`src/rtl/keygen_pkg.sv`:
```
`timescale 1ns/1ps
package keygen_pkg;
  // Strobes from the sequencing control to the shift register.
  typedef struct packed {
    logic load;
    logic step;
  } keyStrobe_t;
endpackage

```
`src/rtl/keygen_datapath.sv`:
```
`timescale 1ns/1ps
module keygen_datapath
  import keygen_pkg::*;
#(
  parameter int              WIDTH        = 5,
  parameter logic [WIDTH-1:0] TAP_MASK     = 5'b11110,
  parameter logic [WIDTH-1:0] DEFAULT_SEED = 5'b00001
) (
  input  logic             clk,
  input  logic             rst,
  input  keyStrobe_t       strobe,
  input  logic [WIDTH-1:0] seedIn,
  output logic             lastStage
);
  logic [WIDTH-1:0] shiftReg;
  logic [WIDTH-1:0] loadValue;
  logic [WIDTH-1:0] steppedValue;
  logic [WIDTH-1:0] tapTerms;
  logic             feedback;

  // One masked term per stage; the feedback is their parity.
  for (genvar g = 0; g < WIDTH; g++) begin : g_tap
    assign tapTerms[g] = shiftReg[g] & TAP_MASK[g];
  end

  assign feedback     = ^tapTerms;
  assign steppedValue = {shiftReg[WIDTH-2:0], feedback};
  assign loadValue    = (seedIn == '0) ? DEFAULT_SEED : seedIn;
  assign lastStage    = shiftReg[WIDTH-1];

  always_ff @(posedge clk) begin
    if (rst)              shiftReg <= DEFAULT_SEED;
    else if (strobe.load) shiftReg <= loadValue;
    else if (strobe.step) shiftReg <= steppedValue;
  end


  nonzero_state_chk: assert property (@(posedge clk) disable iff (rst)
    shiftReg != '0);


  zero_seed_default_chk: assert property (@(posedge clk) disable iff (rst)
    (strobe.load && seedIn == '0) |=> shiftReg == DEFAULT_SEED);


  shift_move_chk: assert property (@(posedge clk) disable iff (rst)
    (strobe.step && !strobe.load) |=> shiftReg[WIDTH-1:1] == $past(shiftReg[WIDTH-2:0]));


  idle_hold_chk: assert property (@(posedge clk) disable iff (rst)
    (!strobe.step && !strobe.load) |=> $stable(shiftReg));
endmodule

```
`src/rtl/keygen_control.sv`:
```
`timescale 1ns/1ps
module keygen_control
  import keygen_pkg::*;
#(
  parameter int SHORT_STEPS = 1,
  parameter int LONG_STEPS  = 2,
  localparam int CNT_W = $clog2(LONG_STEPS + 1)
) (
  input  logic       clk,
  input  logic       rst,
  input  logic       seedLoad,
  input  logic       seedFirst,
  input  logic       keyReady,
  input  logic       lastStage,
  output keyStrobe_t strobe,
  output logic       keyValid
);
  localparam logic [CNT_W-1:0] SHORT_REM = CNT_W'(SHORT_STEPS - 1);
  localparam logic [CNT_W-1:0] LONG_REM  = CNT_W'(LONG_STEPS - 1);
  localparam logic [CNT_W-1:0] PRIME_CNT = CNT_W'(1);

  logic             armed;
  logic [CNT_W-1:0] pendSteps;
  logic [CNT_W-1:0] nextPend;
  logic             fire;
  logic             busy;

  assign busy     = armed && (pendSteps != '0);
  assign keyValid = armed && (pendSteps == '0);
  assign fire     = keyValid && keyReady;

  // The first step of a bit's budget happens in its consume cycle.
  assign strobe.load = seedLoad;
  assign strobe.step = !seedLoad && (busy || fire);

  always_comb begin
    nextPend = pendSteps;
    if (seedLoad)  nextPend = seedFirst ? '0 : PRIME_CNT;
    else if (busy) nextPend = pendSteps - 1'b1;
    else if (fire) nextPend = lastStage ? LONG_REM : SHORT_REM;
  end

  always_ff @(posedge clk) begin
    if (rst) begin
      armed     <= 1'b0;
      pendSteps <= '0;
    end else begin
      armed     <= armed | seedLoad;
      pendSteps <= nextPend;
    end
  end


  arm_by_load_chk: assert property (@(posedge clk) disable iff (rst)
    $rose(armed) |-> $past(seedLoad));


  pend_bound_chk: assert property (@(posedge clk) disable iff (rst)
    pendSteps <= LONG_REM);
endmodule

```
`src/rtl/selfdec_keygen.sv`:
```
`timescale 1ns/1ps
module selfdec_keygen
  import keygen_pkg::*;
#(
  parameter int              WIDTH        = 5,
  parameter logic [WIDTH-1:0] TAP_MASK     = 5'b11110,
  parameter logic [WIDTH-1:0] DEFAULT_SEED = 5'b00001,
  parameter int              SHORT_STEPS  = 1,
  parameter int              LONG_STEPS   = 2
) (
  input  logic             clk,
  input  logic             rst,
  input  logic             seedLoad,
  input  logic [WIDTH-1:0] seedIn,
  input  logic             seedFirst,
  input  logic             keyReady,
  output logic             keyBit,
  output logic             keyValid
);
  keyStrobe_t strobe;
  logic       lastStage;

  keygen_control #(
    .SHORT_STEPS(SHORT_STEPS),
    .LONG_STEPS (LONG_STEPS)
  ) u_ctrl (
    .clk      (clk),
    .rst      (rst),
    .seedLoad (seedLoad),
    .seedFirst(seedFirst),
    .keyReady (keyReady),
    .lastStage(lastStage),
    .strobe   (strobe),
    .keyValid (keyValid)
  );

  keygen_datapath #(
    .WIDTH       (WIDTH),
    .TAP_MASK    (TAP_MASK),
    .DEFAULT_SEED(DEFAULT_SEED)
  ) u_data (
    .clk      (clk),
    .rst      (rst),
    .strobe   (strobe),
    .seedIn   (seedIn),
    .lastStage(lastStage)
  );

  assign keyBit = lastStage;


  seed_first_chk: assert property (@(posedge clk) disable iff (rst)
    (seedLoad && seedFirst && seedIn != '0) |=> (keyValid && keyBit == $past(seedIn[WIDTH-1])));


  delayed_first_chk: assert property (@(posedge clk) disable iff (rst)
    (seedLoad && !seedFirst) |=> !keyValid);


  one_step_chk: assert property (@(posedge clk) disable iff (rst)
    (keyValid && keyReady && !seedLoad && !keyBit) |=> keyValid);


  two_step_chk: assert property (@(posedge clk) disable iff (rst)
    (keyValid && keyReady && !seedLoad && keyBit) |=> !keyValid);


  stall_hold_chk: assert property (@(posedge clk) disable iff (rst)
    (keyValid && !keyReady && !seedLoad) |=> (keyValid && $stable(keyBit)));


  load_wins_chk: assert property (@(posedge clk) disable iff (rst)
    (seedLoad && keyValid && keyReady && seedFirst) |=> keyValid);
endmodule

```
`config.mk`:
```
export PLATFORM = sky130hd
export DESIGN_NAME = selfdec_keygen
export DESIGN_NICKNAME = d
export VERILOG_FILES = /design/src/rtl/keygen_pkg.sv /design/src/rtl/keygen_datapath.sv /design/src/rtl/keygen_control.sv /design/src/rtl/selfdec_keygen.sv
export SDC_FILE = /design/constraint.sdc
export NUM_CORES = 1
export LEC_CHECK = 0
export BUFFER_PORTS_ARGS = -buffer_cell sky130_fd_sc_hd__buf_2
export CORE_AREA = 2 2 39 41
export DETAILED_ROUTE_END_ITERATION = 12
export DIE_AREA = 0 0 41 43
export PLACE_DENSITY = 0.55
export SLEW_MARGIN = 20
export SYNTH_ARGS = -nofsm -noshare
export SYNTH_HDL_FRONTEND = slang
export SYNTH_SLANG_ARGS = --single-unit
```
`constraint.sdc`:
```
create_clock -name clk -period 3.2 [get_ports clk]
set_input_delay 0.32 -clock clk [delete_from_list [all_inputs] [get_ports clk]]
set_output_delay 0.32 -clock clk [all_outputs]
set_load 0.05 [all_outputs]
```
# [Word level (Yosys, flattened, before mapping)]
# Index checks and enable logic that the tools add are counted.
[totals] out_inout_bits=2 in_bits=10 reg_bits=8 elab_cells=25
[classes] bitwise=1 n_addsub=1 n_reduce_logical=12 muxes=8
[op_table] operator="$mux W5" count=3
[op_table] operator="$mux W2" count=3
[op_table] operator="$logic_not A5 Y1" count=1
[op_table] operator="$reduce_xor A5 Y1" count=1
[op_table] operator="$logic_and A1 B1 Y1" count=4
[op_table] operator="$reduce_bool A2 Y1" count=2
[op_table] operator="$reduce_bool A3 Y1" count=1
[op_table] operator="$logic_not A2 Y1" count=1
[op_table] operator="$mux W1" count=2
[op_table] operator="$sub A2 B1 Y2 const B" count=1
[op_table] operator="$logic_not A1 Y1" count=1
[op_table] operator="$logic_or A1 B1 Y1" count=1
[op_table] operator="$or A1 B1 Y1" count=1

# [Longest topological paths before layout]
# Gate-level depths: netlist (run 1).
[logic_depth] word_depth=7 depth_mapped=6 mapped_depth_nobuf=6

# [Hierarchy]
# A second synthesis (run 1) with hierarchy kept.
[hier_totals] hier_cells=50 hier_area_um2=462.9
[by_module_without_submodules] mod="keygen_datapath" instances=1 cells_per_inst=27 seq_area_each_um2=100.1 area_per_inst_um2=272.8
[by_module_without_submodules] mod="keygen_control" instances=1 cells_per_inst=23 seq_area_each_um2=60.1 area_per_inst_um2=190.2

# [Worst setup path before layout (run 1)]
# OpenSTA, ideal clock, no wires.
[synth_timing] path_type="register to register" startpoint="register u_ctrl.pendSteps[0]" endpoint="register u_ctrl.pendSteps[0]" setup_time_ns=0.095 path_buffers=0 period_less_slack_ns=1.251 required_time_ns=3.105 arrival_time_ns=1.156 stages_incl_launch_ff=7 slack_ns=1.949 cell_sequence="dfxtp_1 > inv_1 > ha_1 > inv_2 > o21ai_4 > a211oi_1 > a221oi_1"
[synth_between] elab_chain_len=4 elab_cells_between_ends=9 cone_classes="1 x add/sub; 2 x mux; 6 x reduce/logical"
[synth_rtl] element="start, declared" line_no="keygen_control.sv:23" text="logic [CNT_W-1:0] pendSteps;"
[synth_rtl] element="start signal, assigned" line_no="keygen_control.sv:49" text="pendSteps <= nextPend;"
[synth_rtl] element="parallel branches: the longest is 4 deep, another holds $sub A2 B1 Y2"
# Parallel ways; which one is timed is not known.
# A chain may end at the register's enable or synchronous reset.

# [Worst setup path in the final report (run 1)]
[layout_timing] startpoint="register u_ctrl.pendSteps[0]" endpoint="output keyValid"
[layout_between] elab_chain_len=2
[layout_rtl] element="$logic_not A2 Y1" line_no="keygen_control.sv:29" text="assign keyValid = armed && (pendSteps == '0);"
[layout_rtl] element="$logic_and A1 B1 Y1" line_no="keygen_control.sv:29"
[layout_rtl] element="end, declared" line_no="selfdec_keygen.sv:18" text="output logic keyValid"
# Every way passes these cells.

==> reports/qor.yml, run 1 <==
synth_top_area_share: 0.3798
cp.arrival_ns: 1.29
min_path_type: "input pin to register"
syn_to_final_growth_pct: 22.26
p_int_uw: 172.8
post-place-cells: 74
synthDistinctLibCells: 21
dp_hpwl_um: 589.8
path_delay_family: "flip-flops"
stdcell_count: 77
critPathLaunchType: "register"
drv_slew: 0
ys_seq_area_frac: 0.3798
synth-seq-cells: 8
pwr-share-clk: 0.310
holdPathEnd: "u_ctrl.pendSteps[0]"
fin_crit_ns: 1.611
die_w_um: 41
die-area_um2: 1763
nets: 74
startpoint: "u_ctrl.pendSteps[0]"
diodes: 0
ctsHoldBuffers: 0
clock_skew_ns: 0.003327
r2r-end: "u_ctrl.pendSteps[0]"
slew_headroom: 0.7915
drc: 0
grt_pass1_vias: 324
syn_avg_cell_area_um2: 8.784
routabilityCongestion: 0.6273
worstPathRequired_ns: 2.88
die_h_um: 43
grt_max_degree: 10
antenna_found_initial: 0
hold_violations: 0
power.leakage_uw: 0.0002365
clock_path_buffers: 2
cts_resized: 0
clock-sinks: 8
via_count: 367
cp-end-kind: "primary output"
wl_per_cell_um: 10.05
drt_iter0_markers: 1
insertion_delay_ns: 0.25
boundaryPins: 12
yosysWarningCount: 0
async_reset_ff_frac: 0
gr-total-overflow: 0
h-tree-depth: 1
slowest_stage: "dfxtp_1"
critPathKind: "register to primary output"
via_per_inst: 4.766
rows: 14
p_seq_frac: 0.475
start_util: 0.3047
max_freq_mhz: 620.9
cts_buffers: 3
tns_ns: 0
wl_um: 774
port_buffers: 11
synth_top_cells_by_area: "dfxtp_1 38%, mux2i_1 12%, a211oi_1 8.9%, nor2_1 8.0%, xnor2_1 4.2%"
drive_gt1_frac: 0.2787
hp-start: "seedFirst"
pwr-share-comb: 0.214
ir_drop_mv: 0.1716
synth_edf_count: 0
setup_viol: 0
synth_area_um2: 421.7
path_cells: "inv_1, ha_1, and2_2, buf_2"
min_period_over_period: 0.5033
synth.top_cells.by_count: "9 x nor2_1, 8 x dfxtp_1, 5 x a211oi_1, 5 x mux2i_1"
synthCells: 48
hold_depth: 2
synth-main-ff-cell: "dfxtp_1"
gr-usage-all-layers: 0.1136
reg2reg_slack_ns: 1.80
worst_pin_slew_ns: 0.3099
rsz0062_at_grt: "false"
power.density_nw_per_um2: 464.7
cts_tree: "built"
fill_cells: 150
synth_largest_area_cell: "dfxtp_1"
rr_worst_depth: 6
postCtsSetupRepairBufs: 0
clk_pin_slew_ns: 0.05
firstDrtPassIters: 3
crit_fanout: 4
synth_nets: 59
yosysMostFrequentCell: "nor2_1"
p_switching_uw: 66.75
swShare: 0.2787
critPathMaxStageDelay_ns: 0.36
grt_pass1_wl_mm: 1.297
outcome: "finished clean"
r2r-start: "u_ctrl.pendSteps[0]"
coreArea_um2: 1384
root_buffer: "clkbuf_4"
drtAntennaViolNets: 0
crit_buf_inv: 2
max-cap-violations: 0
==> power by group through the flow <==
stage | clock network [uW] | logic [uW] | registers (uW)
floorplan | 0 | 35.4 | 118
global placement | 0 | 51.6 | 116
detailed placement | 0 | 51.8 | 116
CTS | 80.9 | 52.0 | 114
global route | 86.5 | 57.3 | 115
finish | 74.3 | 51.3 | 114
==> registers in the layout, summed over array words and instances, names as in the netlist <==
register,cells
u_data.shiftReg,5
u_ctrl.pendSteps,2
u_ctrl.armed,1
==> worst reg2reg max path, delay by kind of cell, from the launching register on <==
kind | cells | cell delay [ns]
buffers and inverters | 2 | 0.14
adder cells (fa/ha/maj) | 1 | 0.19
flip-flops | 1 | 0.32
AO/OA/AOI/OAI | 3 | 0.66
==> layout make-up <==
cell class,count,area [um^2],share of cell area
multi-input combinational,35,242.7,0.4709
sequential,8,160.2,0.3107
timing repair buffer,11,55.05,0.1068
clock buffer,3,22.52,0.04369
tap,16,20.02,0.03883
inverter,4,15.01,0.02913
==> stage by stage <==
stage | power [uW] | hold slack [ns] | setup slack [ns] | utilization | cell area [um^2]
final | 239.5 | 0.2746 | 1.590 | 0.3725 | 515.5
after global routing | 258.8 | 0.2532 | 1.508 | 0.3725 | 515.5
after global placement | 167.4 | 0.5066 | 1.860 | 0.3562 | 493.0
after detailed placement | 167.6 | 0.5067 | 1.828 | 0.3562 | 493.0
after CTS | 246.8 | 0.2573 | 1.574 | 0.3725 | 515.5
after floorplan | 153.2 | 0.3993 | 1.949 | - | 421.7
==> how the worst max path moves through the flow <==
stage | cells past startpoint | slack (ns) | to
floorplan | 6 | 1.95 | u_ctrl.pendSteps[0]
CTS | 4 | 1.57 | keyValid
global route | 4 | 1.51 | keyValid
finish | 4 | 1.59 | keyValid
detailed placement | 6 | 1.83 | u_ctrl.pendSteps[0]
global placement | 6 | 1.86 | u_ctrl.pendSteps[0]
==> layer usage <==
| metal | vias to the layer above | global-route usage | share of wire |
|---|---|---|---|
| li1 | 196 | - | - |
| met1 | 162 | 0.1419 | 0.48 |
| met2 | 9 | 0.1406 | 0.45 |
| met3 | 0 | 0.04712 | 0.061 |
| met4 | 0 | 0.1000 | 0 |
| met5 | - | 0 | 0 |
==> cell families (layout without fill, tap and decap cells) <==
group	Yosys count	count (layout)	share of synthesized area
AOI/OAI and AO/OA	10	10	0.1840
adders and majority gates	1	1	0.02967
buffers and inverters	5	18	0.04449
muxes	5	5	0.1187
DFF	8	8	0.3798
and+or+nand+nor	16	16	0.1810
xor gates and xnor gates	3	3	0.06233
==> layout by cell type, fill, tap and decap left out <==
| master | n |
|---|---|
| a21oi_1 | 2 |
| nor3_1 | 1 |
| clkbuf_4 | 3 |
| o21ai_0 | 1 |
| xnor2_1 | 2 |
| ha_1 | 1 |
| xor2_1 | 1 |
| o21ai_4 | 1 |
| and2_2 | 1 |
| nand2_1 | 1 |
| inv_1 | 2 |
| dfxtp_1 | 8 |
| nor2_1 | 9 |
| clkinv_1 | 1 |
| nand3b_1 | 1 |
| a211oi_1 | 5 |
| inv_2 | 1 |
| nor4_1 | 2 |
| mux2i_1 | 5 |
| a221oi_1 | 1 |
| nand2b_1 | 1 |
| buf_2 | 11 |
No activity file was read; power rests on OpenSTA's default activity.
==> inputs of run 2 (changes only) <==
==> constraint.sdc (replaced) <==
create_clock -name clk -period 1.6 [get_ports clk]
set_input_delay 0.16 -clock clk [delete_from_list [all_inputs] [get_ports clk]]
set_output_delay 0.16 -clock clk [all_outputs]
set_load 0.05 [all_outputs]
==> run 2 against run 1 <==
Against the previous run:
- register-to-register slack worse by 1.6 ns
- sequential share of layout area stayed put
- die area unchanged
- sequential cell count unchanged
- final area unchanged
- hold slack got worse by 0.17 ns
- clock skew is 0.0018 ns lower
- non-clock buffer count stayed put
- largest power group unchanged
==> reports/qor.yml, run 2 (same netlist as run 1, synthesis figures left out) <==
drtAntennaViolNets: 0
largest_register_ffs: 5
ctsHoldBuffers: 0
max-cap-violations: 0
power.density_nw_per_um2: 940.3
rsz0062_at_grt: "false"
slowest_stage: "dfxtp_1"
gr-total-overflow: 0
firstDrtPassIters: 2
insertion_delay_ns: 0.25
crit_buf_inv: 2
via_count: 376
coreArea_um2: 1384
max_freq_mhz: 682.9
tns_ns: 0
finalPower_uw: 484.7
drc: 0
cts_tree: "built"
drt_iter0_markers: 6
die-area_um2: 1763
slew_headroom: 0.8089
drv_slew: 0
ir_drop_mv: 0.4108
wl_per_cell_um: 10.75
cp-end-kind: "primary output"
fill_cells: 152
gr-usage-all-layers: 0.1237
die_w_um: 41
boundaryPins: 12
antenna_found_initial: 0
outcome: "finished clean"
path_delay_family: "flip-flops"
hold_violations: 0
cp.arrival_ns: 1.30
grt_pass1_wl_mm: 1.414
die_h_um: 43
via_per_inst: 4.883
diodes: 0
final_common_cell: "buf_2"
clock_skew_ns: 0.001507
grt_max_degree: 10
clock_path_buffers: 2
syn_to_final_growth_pct: 22.26
clk_pin_slew_ns: 0.05
power.leakage_uw: 0.0002365
post_dp_cell_area_um2: 493.0
cts_resized: 0
post-route-util: 0.3725
routabilityCongestion: 0.6372
critPathKind: "register to primary output"
critPathMaxStageDelay_ns: 0.36
start_util: 0.3047
worstPathRequired_ns: 1.44
dp_slack_ns: 0.2223
stdcell_area_um2: 515.5
postCtsSetupRepairBufs: 0
critPathLaunchType: "register"
setup_slack_ns: 0.1356
min_path_type: "input pin to register"
port_buffers: 11
rows: 14
setup_viol: 0
root_buffer: "clkbuf_4"
clock-sinks: 8
crit_fanout: 4
reg.largest.list: "u_data.shiftReg (5), u_ctrl.pendSteps (2), u_ctrl.armed (1)"
h-tree-depth: 1
path_cells: "inv_1, ha_1, and2_2, buf_2"
dp_hpwl_um: 644.8
grt_pass1_vias: 376
min_period_over_period: 0.9152
final_cell_mix: "11 x buf_2, 9 x nor2_1, 8 x dfxtp_1, 5 x mux2i_1, 5 x a211oi_1"
regMostFlops: "u_data.shiftReg"
wl_um: 828
fin_crit_ns: 1.464
cts_buffers: 3
worst_pin_slew_ns: 0.2856
nets: 74
drive_gt1_frac: 0.2787
-- run 2: cell counts in the layout (fill, tap and decap cells not counted) --
No cell type changed its count.
-- run 2: routing by layer --
layer / track usage / share of wire
met1: 0.1230 / 0.43
met2: 0.1906 / 0.47
met5: 0 / 0
met3: 0.06283 / 0.074
met4: 0.08000 / 0.025
-- run 2: where the power goes --
group	switching (uW)	total, uW	internal [uW]	leakage, uW
clock network	67.2	153	85.7	0.0000138
logic	58.3	104	45.9	0.000156
registers	13.5	228	214	0.0000664
-- run 2: area by class of cell --
class	instances	area, um^2	area share
sequential	8	160.2	0.3107
inverter	4	15.01	0.02913
clock buffer	3	22.52	0.04369
tap	16	20.02	0.03883
multi-input combinational	35	242.7	0.4709
timing repair buffer	11	55.05	0.1068
-- run 2: metrics by stage --
stage	std cells	hold slack [ns]
floorplan	48	0.2393
global route	77	0.1008
finish	77	0.1055
global placement	74	0.3688
CTS	77	0.1015
detailed placement	74	0.3746
-- run 2: path summary, 6_finish.rpt --
path                            start                   to  slack (ns)  depth (start not counted)
setup / recovery  u_ctrl.pendSteps[0]             keyValid        0.14                          4
hold / removal              seedFirst  u_ctrl.pendSteps[0]        0.11                          2
setup reg to reg  u_ctrl.pendSteps[0]  u_ctrl.pendSteps[0]        0.22                          6
hold reg to reg    u_data.shiftReg[4]  u_ctrl.pendSteps[0]        0.51                          2
